**config.mk**
```make
export PLATFORM = sky130hd
export DESIGN_NAME = ctl_alias_slice
export DESIGN_NICKNAME = d
export VERILOG_FILES = /design/src/rtl/ctl_alias_slice.sv
export SDC_FILE = /design/constraint.sdc
export NUM_CORES = 1
export LEC_CHECK = 0
export ABC_AREA = 1
export BUFFER_PORTS_ARGS = -buffer_cell sky130_fd_sc_hd__buf_2
export CORE_ASPECT_RATIO = 0.5
export CORE_MARGIN = 10
export CORE_UTILIZATION = 32
export DETAILED_ROUTE_END_ITERATION = 16
export PLACE_DENSITY = 0.94
export SLEW_MARGIN = 20
export SYNTH_ARGS = -nofsm -noshare
export SYNTH_HDL_FRONTEND = slang
export SYNTH_SLANG_ARGS = --single-unit
```
**constraint.sdc**
```tcl
create_clock -name clk -period 1.8 [get_ports clk]
set_input_delay 0.36 -clock clk [delete_from_list [all_inputs] [get_ports clk]]
set_output_delay 0.36 -clock clk [all_outputs]
set_load 0.01 [all_outputs]
```
**src/rtl/ctl_alias_slice.sv**
```systemverilog
module ctl_alias_slice #(
  parameter int ADDR_W = 32,
  parameter int DATA_W = 32,
  parameter int OFFS_W = 15,
  parameter logic [14:0] BASE = 15'h2C00
) (
  input  logic              clk,
  input  logic              rst,
  input  logic              up_valid,
  input  logic              up_write,
  input  logic              up_is_byte,
  input  logic [ADDR_W-1:0] up_addr,
  input  logic [DATA_W-1:0] up_wdata,
  output logic              up_ready,
  output logic [DATA_W-1:0] up_rdata,
  output logic              dn_valid,
  output logic              dn_write,
  output logic              dn_is_byte,
  output logic [ADDR_W-1:0] dn_addr,
  output logic [DATA_W-1:0] dn_wdata,
  input  logic              dn_ready,
  input  logic [DATA_W-1:0] dn_rdata,
  output logic              coproc_rst
);
  localparam logic [OFFS_W-1:0] OFF_LO = OFFS_W'(BASE);
  localparam logic [OFFS_W-1:0] OFF_HI = OFFS_W'(BASE) | OFFS_W'(1);

  logic [OFFS_W-1:0] off;
  logic              hit_rst_b, hit_vm_b, hit_pair, hit_any, wen;
  logic [7:0]        vmode;
  logic              rst_bit;
  logic [DATA_W-1:0] local_rd;

  assign off       = up_addr[OFFS_W-1:0];
  assign hit_rst_b = up_is_byte  && (off == OFF_LO);
  assign hit_vm_b  = up_is_byte  && (off == OFF_HI);
  assign hit_pair  = !up_is_byte && (off == OFF_LO);
  assign hit_any   = hit_rst_b || hit_vm_b || hit_pair;
  assign wen       = up_valid && up_write;

  always_ff @(posedge clk) begin
    if (rst) begin
      vmode   <= 8'h00;
      rst_bit <= 1'b0;
    end else if (wen) begin
      if (hit_vm_b) vmode <= up_wdata[7:0];
      if (hit_rst_b) rst_bit <= up_wdata[0];
      if (hit_pair) begin
        vmode   <= up_wdata[15:8];
        rst_bit <= up_wdata[0];
      end
    end
  end

  always_comb begin
    if (hit_vm_b)       local_rd = DATA_W'(vmode);
    else if (hit_rst_b) local_rd = DATA_W'(rst_bit);
    else                local_rd = DATA_W'({vmode, 7'b0, rst_bit});
  end

  assign up_rdata   = hit_any ? local_rd : dn_rdata;
  assign up_ready   = hit_any ? 1'b1 : dn_ready;
  assign dn_valid   = up_valid && !hit_any;
  assign dn_write   = up_write;
  assign dn_is_byte = up_is_byte;
  assign dn_addr    = ADDR_W'(off);
  assign dn_wdata   = up_wdata;
  assign coproc_rst = rst_bit;
endmodule

```
# Yosys cells after proc, flatten, opt, wreduce, memory -nomap -nowiden
# Index checks and enable logic that the tools add are counted.
# classes
multipliers	0
n_reduce_logical	13
n_eq_ne	2
add_sub_neg	0
n_mux	8
n_div	0
order_cmp	0
bitwise_logic	0
shift	0
# op_table
cell	n
16-bit 2-to-1 mux	2
32-bit 2-to-1 mux	1
15-bit by 14-bit equality test with 1-bit output (second input constant)	2
8-bit 2-to-1 mux	2
1-bit logical AND	5
2-bit AND reduction	2
2-bit nonzero test	2
1-bit 2-to-1 mux	3
1-bit logical NOT	2
1-bit logical OR	2
# totals
out_inout_bits	101
n_memories	0
register_bits	9
in_bits	102
romBits	0
ramBits	0
wordCells	25
latchBits	0

# Longest topological paths before layout
# Gate-level depths: netlist (run 1).
# logic_depth
ltp_word	6
depth_mapped	11
ltp_nobuf	10

# Worst setup path before layout (run 1)
# Ideal clock, no wire load.
# synth_path
kind	input-to-output
startpoint	input port up_addr[14]
endpoint	output port up_rdata[10]
setup_slack_ns	0.142
cell_stages	10
n_path_buf	2
required_ns	1.440
arrival_ns	1.298
path_cell_list	inv_1 -> nand3_1 -> nor2_4 -> buf_6 -> nand3b_1 -> nand2_1 -> inv_2 -> buf_6 -> nand2_1 -> o21ai_1
# synth_between
elab_chain_len	5
# synth_rtl
item	line	source
from (decl)	12	input logic [ADDR_W-1:0] up_addr,
15-bit by 14-bit equality test with 1-bit output, on equally long branches	35, 37, 36	
1-bit logical AND, on equally long branches	35, 36	
16-bit 2-to-1 mux or 1-bit logical OR (tied branches)	57, 38	
16-bit 2-to-1 mux or 1-bit logical OR (tied branches)	56, 38	
32-bit 2-to-1 mux *	61	assign up_rdata = hit_any ? local_rd : dn_rdata;
to (decl)	15	output logic [DATA_W-1:0] up_rdata,
# Every way passes the cells marked *; elsewhere a longest branch is shown, timed or not.

# Final worst setup path (run 1)
# layout_path
startpoint	input port up_addr[14]
endpoint	output port up_rdata[3]
# layout_between
elab_chain_len	5
# layout_rtl
item	line	source
15-bit by 14-bit equality test with 1-bit output, on equally long branches	35, 37, 36	
1-bit logical AND, on equally long branches	35, 36	
1-bit logical OR (2 in series)	38	assign hit_any = hit_rst_b || hit_vm_b || hit_pair;
32-bit 2-to-1 mux *	61	
# Marks and branches as above.

==> results of run 1 <==
==> cells by family (layout without fill, tap and decap cells) <==
logic type	count (synthesis)	in the layout	share of synthesized area
flip-flops	9	9	0.120
AO/OA/AOI/OAI	18	18	0.0616
AND/OR/NAND/NOR	120	121	0.369
buffers and inverters	106	195	0.447
other	1	17	0.00250
==> flip-flops by register name (all words and copies together), names as in the netlist <==
name / cells
vmode: 8
coproc_rst: 1
==> cells in the final DEF (no fill, tap or decap), types with 2 or more instances in the layout <==
cell type / n
inv_1: 31
nand4_1: 8
buf_4: 15
clkbuf_8: 3
buf_2: 133
nand2_1: 52
nor2_1: 34
dfxtp_1: 9
nand3_1: 2
inv_2: 3
nand2_2: 9
nor2_4: 6
conb_1: 17
nand3_4: 2
o21ai_2: 9
o21ai_1: 5
nand2_4: 2
nand3_2: 2
buf_6: 6
o21ai_0: 2
==> report_power, final <==
part           total, mW  internal (mW)  switching (mW)
Combinational      0.330          0.148           0.183
Clock              0.249          0.156          0.0930
Sequential         0.199          0.199     0.000000921
Total              0.778          0.503           0.276
==> worst reg2reg max path, delay by kind of cell (launching register included) <==
kind,cells,cell delay (ns)
flip-flops,1,0.30
AND/OR/NAND/NOR,3,0.21
buffers and inverters,1,0.13
==> metal layers <==
layer	up-vias	global-route usage	wire, um
met2	103	0.275	3840
li1	899	-	-
met4	0	0.0443	154
met1	821	0.111	1970
met5	-	0	0
met3	20	0.0227	485
==> cell usage after synthesis <==
cell type  number
nor2_2          1
nor2_1         39
dfxtp_1         9
o211ai_1        1
nand2_4         1
buf_6           3
o21ai_0         6
buf_4          67
nand4_1         8
nor2_8          1
clkinv_1        1
or2_2           1
nand2_1        57
conb_1          1
inv_2           1
a21oi_1         1
nand3b_1        1
inv_1          34
nand3_1         3
nor2_4          1
nand3_4         2
nand2_2         5
o21ai_1        10
==> path summary, 6_finish.rpt <==
kind / start / end / depth (start not counted)
setup / recovery: up_addr[14] / up_rdata[3] / 9
hold / removal: rst / coproc_rst / 2
setup reg to reg: vmode[5] / vmode[5] / 4
hold reg to reg: coproc_rst / coproc_rst / 2
==> stage by stage <==
step                      hold slack, ns  instances  total power, mW
after floorplan                    0.429        270            0.442
after global placement             0.471        407            0.497
after detailed placement           0.492        407            0.502
after CTS                          0.299        414            0.746
after global routing               0.305        417            0.817
final                              0.307        417            0.778
==> layout make-up <==
type | count | area, um2
clock buffers | 4 | 45.0
fillers | 430 | 2360
inverters | 36 | 138
multi-input cells | 156 | 815
flip-flops and latches | 9 | 180
well taps | 57 | 71.3
repair buffers | 155 | 861
==> repair_timing <==
action | CTS | global route
setup buffers | 3 | 2
endpoints found under the setup margin | 16 | 33
gates cloned | 0 | 1
gates resized for setup | 10 | 32
pin swaps | 5 | 6
==> results.json, run 1 <==
{
  "slowest_stage": "nor2_4",
  "area_growth_pct": 40.4,
  "place_area_mm2": 0.00188,
  "synth.top_cells.by_area": "buf_4 (33%), nand2_1 (14%), dfxtp_1 (12%), nor2_1 (9.7%), inv_1 (8.5%)",
  "clk-insertion-delay-late_ns": 0.24,
  "dpl.hpwl_um": 4760,
  "die_h_um": 68.5,
  "initial_core_util": 0.336,
  "syn_area_mm2": 0.00150,
  "io_buffers": 136,
  "criticalPathCategory": "input port to output port",
  "path_cells": "buf_2, inv_2, nand3_2, nor2_4, buf_6, nand3_4, buf_6, o21ai_0, buf_2",
  "avgSynthCellArea_um2": 5.92,
  "setup.worst_path.start_class": "input port",
  "violations": "setup timing",
  "wl_um": 6450,
  "wl_per_cell_um": 15.5,
  "ant_nets": 0,
  "die_w_um": 117,
  "die_area_mm2": 0.00800,
  "power_leakage_nw": 1.36,
  "cts_tree": "done",
  "clock-skew-final_ns": 0,
  "root_buffer": "clkbuf_8",
  "peakVddDrop_mv": 0.144,
  "max_stage_delay_ns": 0.20,
  "gp_congestion": 0.789,
  "grt_pass1_wl_um": 8070,
  "min_path_type": "input port to flop",
  "min_period_over_period": 1.01,
  "cp_num_buf_inv": 5,
  "antenna_found_initial": 0,
  "rsz0062_at_grt": "yes",
  "nets": 463,
  "pre_cts_slack_ns": -0.0703,
  "layout-drive-gt1-share": 0.542,
  "synth.distinct_cells": 23,
  "final_cell_area_mm2": 0.00211,
  "htreeDepth": 1,
  "seq_area_frac_synth": 0.120,
  "path_delay_family": "buffers and inverters",
  "vias_per_cell": 4.42,
  "ys_warn_count": 0,
  "numCtsBuffers": 3,
  "fin_util": 0.472,
  "io_pins": 203,
  "grt_use_total": 0.124,
  "crit_required_ns": 1.44,
  "cp-end-kind": "output port",
  "ff2ff_setup_slack_ns": 1.05,
  "fmax_mhz": 551,
  "drc": 0,
  "cp_max_fo": 4,
  "drt_pass1_iterations": 5,
  "finalCriticalPeriod_ns": 1.82,
  "drt_first_iter_violations": 94,
  "hold_viol_final": 0,
  "rows": 17,
  "yosys.area.top_type": "buf_4",
  "clk_pin_slew_ns": 0.05,
  "cts.sinks": 9,
  "powerDensity_mw_per_mm2": 369,
  "tns_ns": -0.0185,
  "grt_max_degree": 17,
  "drv_cap": 0,
  "yosysTopAreaCellShare": 0.335,
  "grt.overflow.total": 0,
  "yosys_register_bits": 9,
  "n_antenna_cell": 0,
  "core-area_mm2": 0.00447,
  "clockBufferDepth": 2,
  "status": "finished, violations left",
  "netlist_instances": 254,
  "drv_slew": 0,
  "setup_ws_ns": -0.0152,
  "via_count": 1843,
  "first_global_vias": 1688,
  "setup_viol_count_final": 2,
  "hold_buffers": 0,
  "arrival_ns": 1.46
}
Power figures use the tool's default switching activity.
==> run 2: changes to the inputs <==
--- a/config.mk
+++ b/config.mk
@@ -10,6 +10,7 @@
 export CORE_ASPECT_RATIO = 0.5
 export CORE_MARGIN = 10
 export CORE_UTILIZATION = 32
+export CTS_BUF_LIST = sky130_fd_sc_hd__clkbuf_4
 export DETAILED_ROUTE_END_ITERATION = 16
 export PLACE_DENSITY = 0.94
 export SLEW_MARGIN = 20
==> run 2 against run 1 <==
  * The flow still finishes with violations (setup timing)
  * Clock power shrank 24%
  * Register-to-register slack improved by 0.05 ns
  * Critical path depth is the same
  * Cell area shrank 1.1%
  * Global-route usage is 0.41 points higher
  * Die area unchanged
  * Via count down 3.3%
  * Combinational power barely moved
  * Setup slack gained 0.0044 ns
  * Sequential power hardly changed
  * Largest power group unchanged
==> results.json, run 2 (synthesis gave the netlist of run 1 again) <==
{
  "status": "finished, violations left",
  "violations": "setup timing",
  "total_power_mw": 0.719,
  "drt_first_iter_violations": 108,
  "die_h_um": 68.5,
  "grt_pass1_wl_um": 8200,
  "root_buffer": "clkbuf_4",
  "setup.worst_path.start_class": "input port",
  "initial_core_util": 0.336,
  "wl_per_cell_um": 15.2,
  "drc": 0,
  "rows": 17,
  "drv_cap": 0,
  "max_stage_delay_ns": 0.17,
  "clock-skew-final_ns": 0,
  "first_global_vias": 1685,
  "gp_congestion": 0.789,
  "ff2ff_setup_slack_ns": 1.10,
  "top_register": "vmode",
  "io_buffers": 136,
  "arrival_ns": 1.45,
  "tns_ns": -0.0108,
  "clk_pin_slew_ns": 0.07,
  "largest_register_ffs": 8,
  "area_growth_pct": 38.9,
  "drt_pass1_iterations": 4,
  "die_w_um": 117,
  "io_pins": 203,
  "nets": 461,
  "path_cells": "buf_2, inv_2, nand3_2, nor2_4, buf_4, nand3_4, buf_4, o21ai_0, buf_2",
  "cp_max_fo": 7,
  "min_from": "rst",
  "instances_no_fill": 415,
  "hold_viol_final": 0,
  "fin_util": 0.467,
  "numCtsBuffers": 3,
  "r2r_cells": 4,
  "min_path_type": "input port to flop",
  "hold_buffers": 0,
  "htreeDepth": 1,
  "drv_slew": 0,
  "via_count": 1783,
  "placedCellCount": 407,
  "hold_depth": 2,
  "rsz0062_at_grt": "yes",
  "layout-drive-gt1-share": 0.522,
  "crit_required_ns": 1.44,
  "criticalPathCategory": "input port to output port",
  "n_antenna_cell": 0,
  "die_area_mm2": 0.00800,
  "grt_use_total": 0.128,
  "slowest_stage": "nor2_4",
  "grt_max_degree": 11,
  "fmax_mhz": 552,
  "ant_nets": 0,
  "setup_viol_count_final": 1,
  "cts.sinks": 9,
  "min_period_over_period": 1.01,
  "clockBufferDepth": 2,
  "finalCriticalPeriod_ns": 1.81,
  "grt.overflow.total": 0,
  "dpl.hpwl_um": 4760,
  "setup_ws_ns": -0.0108,
  "cp-end-kind": "output port",
  "worstHoldEndpoint": "coproc_rst",
  "vias_per_cell": 4.30,
  "clk-insertion-delay-late_ns": 0.27,
  "final_common_cell": "buf_2",
  "peakVddDrop_mv": 0.140,
  "cts_tree": "done",
  "powerDensity_mw_per_mm2": 344,
  "wl_um": 6290,
  "final_cell_mix": "buf_2 (128), nand2_1 (51), nor2_1 (33), inv_1 (31), conb_1 (17)",
  "antenna_found_initial": 0,
  "power_leakage_nw": 1.34,
  "fillCellCount": 435,
  "reg2reg_from": "vmode[3]",
  "core-area_mm2": 0.00447,
  "r2r_end": "vmode[3]"
}
## run 2: cell count changes in the layout (fill, tap and decap cells not counted), sizes merged
cell	previous run	this run
buf	155	152
inv	35	36
## run 2: area by class of cell
cell class                 count  area, um2  area share
inverter                      36        143      0.0683
clock buffer                   4       30.0      0.0144
multi-input combinational    156        798       0.382
sequential                     9        180      0.0863
tap                           57       71.3      0.0342
timing repair buffer         152        858       0.411
timing repair inverter         1       6.26     0.00300
## run 2: through the flow
| stage | hold WS, ns | setup slack (ns) | area, um2 |
|---|---|---|---|
| 2_1_floorplan | 0.429 | 0.142 | 1560 |
| 4_1_cts | 0.254 | -0.00832 | 1970 |
| 6_report | 0.256 | -0.0108 | 2090 |
| 3_5_place_dp | 0.492 | -0.0703 | 1880 |
| 5_1_grt | 0.267 | -0.0678 | 2090 |
| 3_3_place_gp | 0.471 | -0.0407 | 1880 |
## run 2: metal layers
layer / up-vias / wire [um] / global-route usage
li1: 896 / - / -
met1: 804 / 1970 / 0.113
met2: 66 / 3750 / 0.281
met3: 17 / 366 / 0.0253
met4: 0 / 204 / 0.0520
met5: - / 0 / 0
## run 2: how the worst max path moves through the flow
stage / startpoint / endpoint / slack (ns) / cells after the start
2_1_floorplan: up_addr[14] / up_rdata[10] / 0.14 / 10
3_3_place_gp: up_addr[14] / up_rdata[0] / -0.04 / 10
3_5_place_dp: up_addr[9] / vmode[7] / -0.07 / 11
4_1_cts: up_addr[8] / up_rdata[7] / -0.008 / 10
5_1_grt: up_addr[14] / up_rdata[0] / -0.07 / 9
6_report: up_addr[14] / up_rdata[4] / -0.01 / 9
## run 2: what timing repair did
action,in CTS,in global routing
cloned,2,0
setup buffers,1,1
endpoints found under the setup margin,16,32
pin swaps,3,13
resized for setup,12,35
## run 2: critical path: cells and delay by family
kind / cells / cell delay (ns)
AND/OR/NAND/NOR: 3 / 0.32
AO/OA/AOI/OAI: 1 / 0.14
buffers and inverters: 5 / 0.63
## run 2: report_power, final
group | internal, mW | total (mW) | switching, mW
registers | 0.199 | 0.199 | 0.000000764
logic | 0.151 | 0.332 | 0.181
clock network | 0.101 | 0.188 | 0.0868
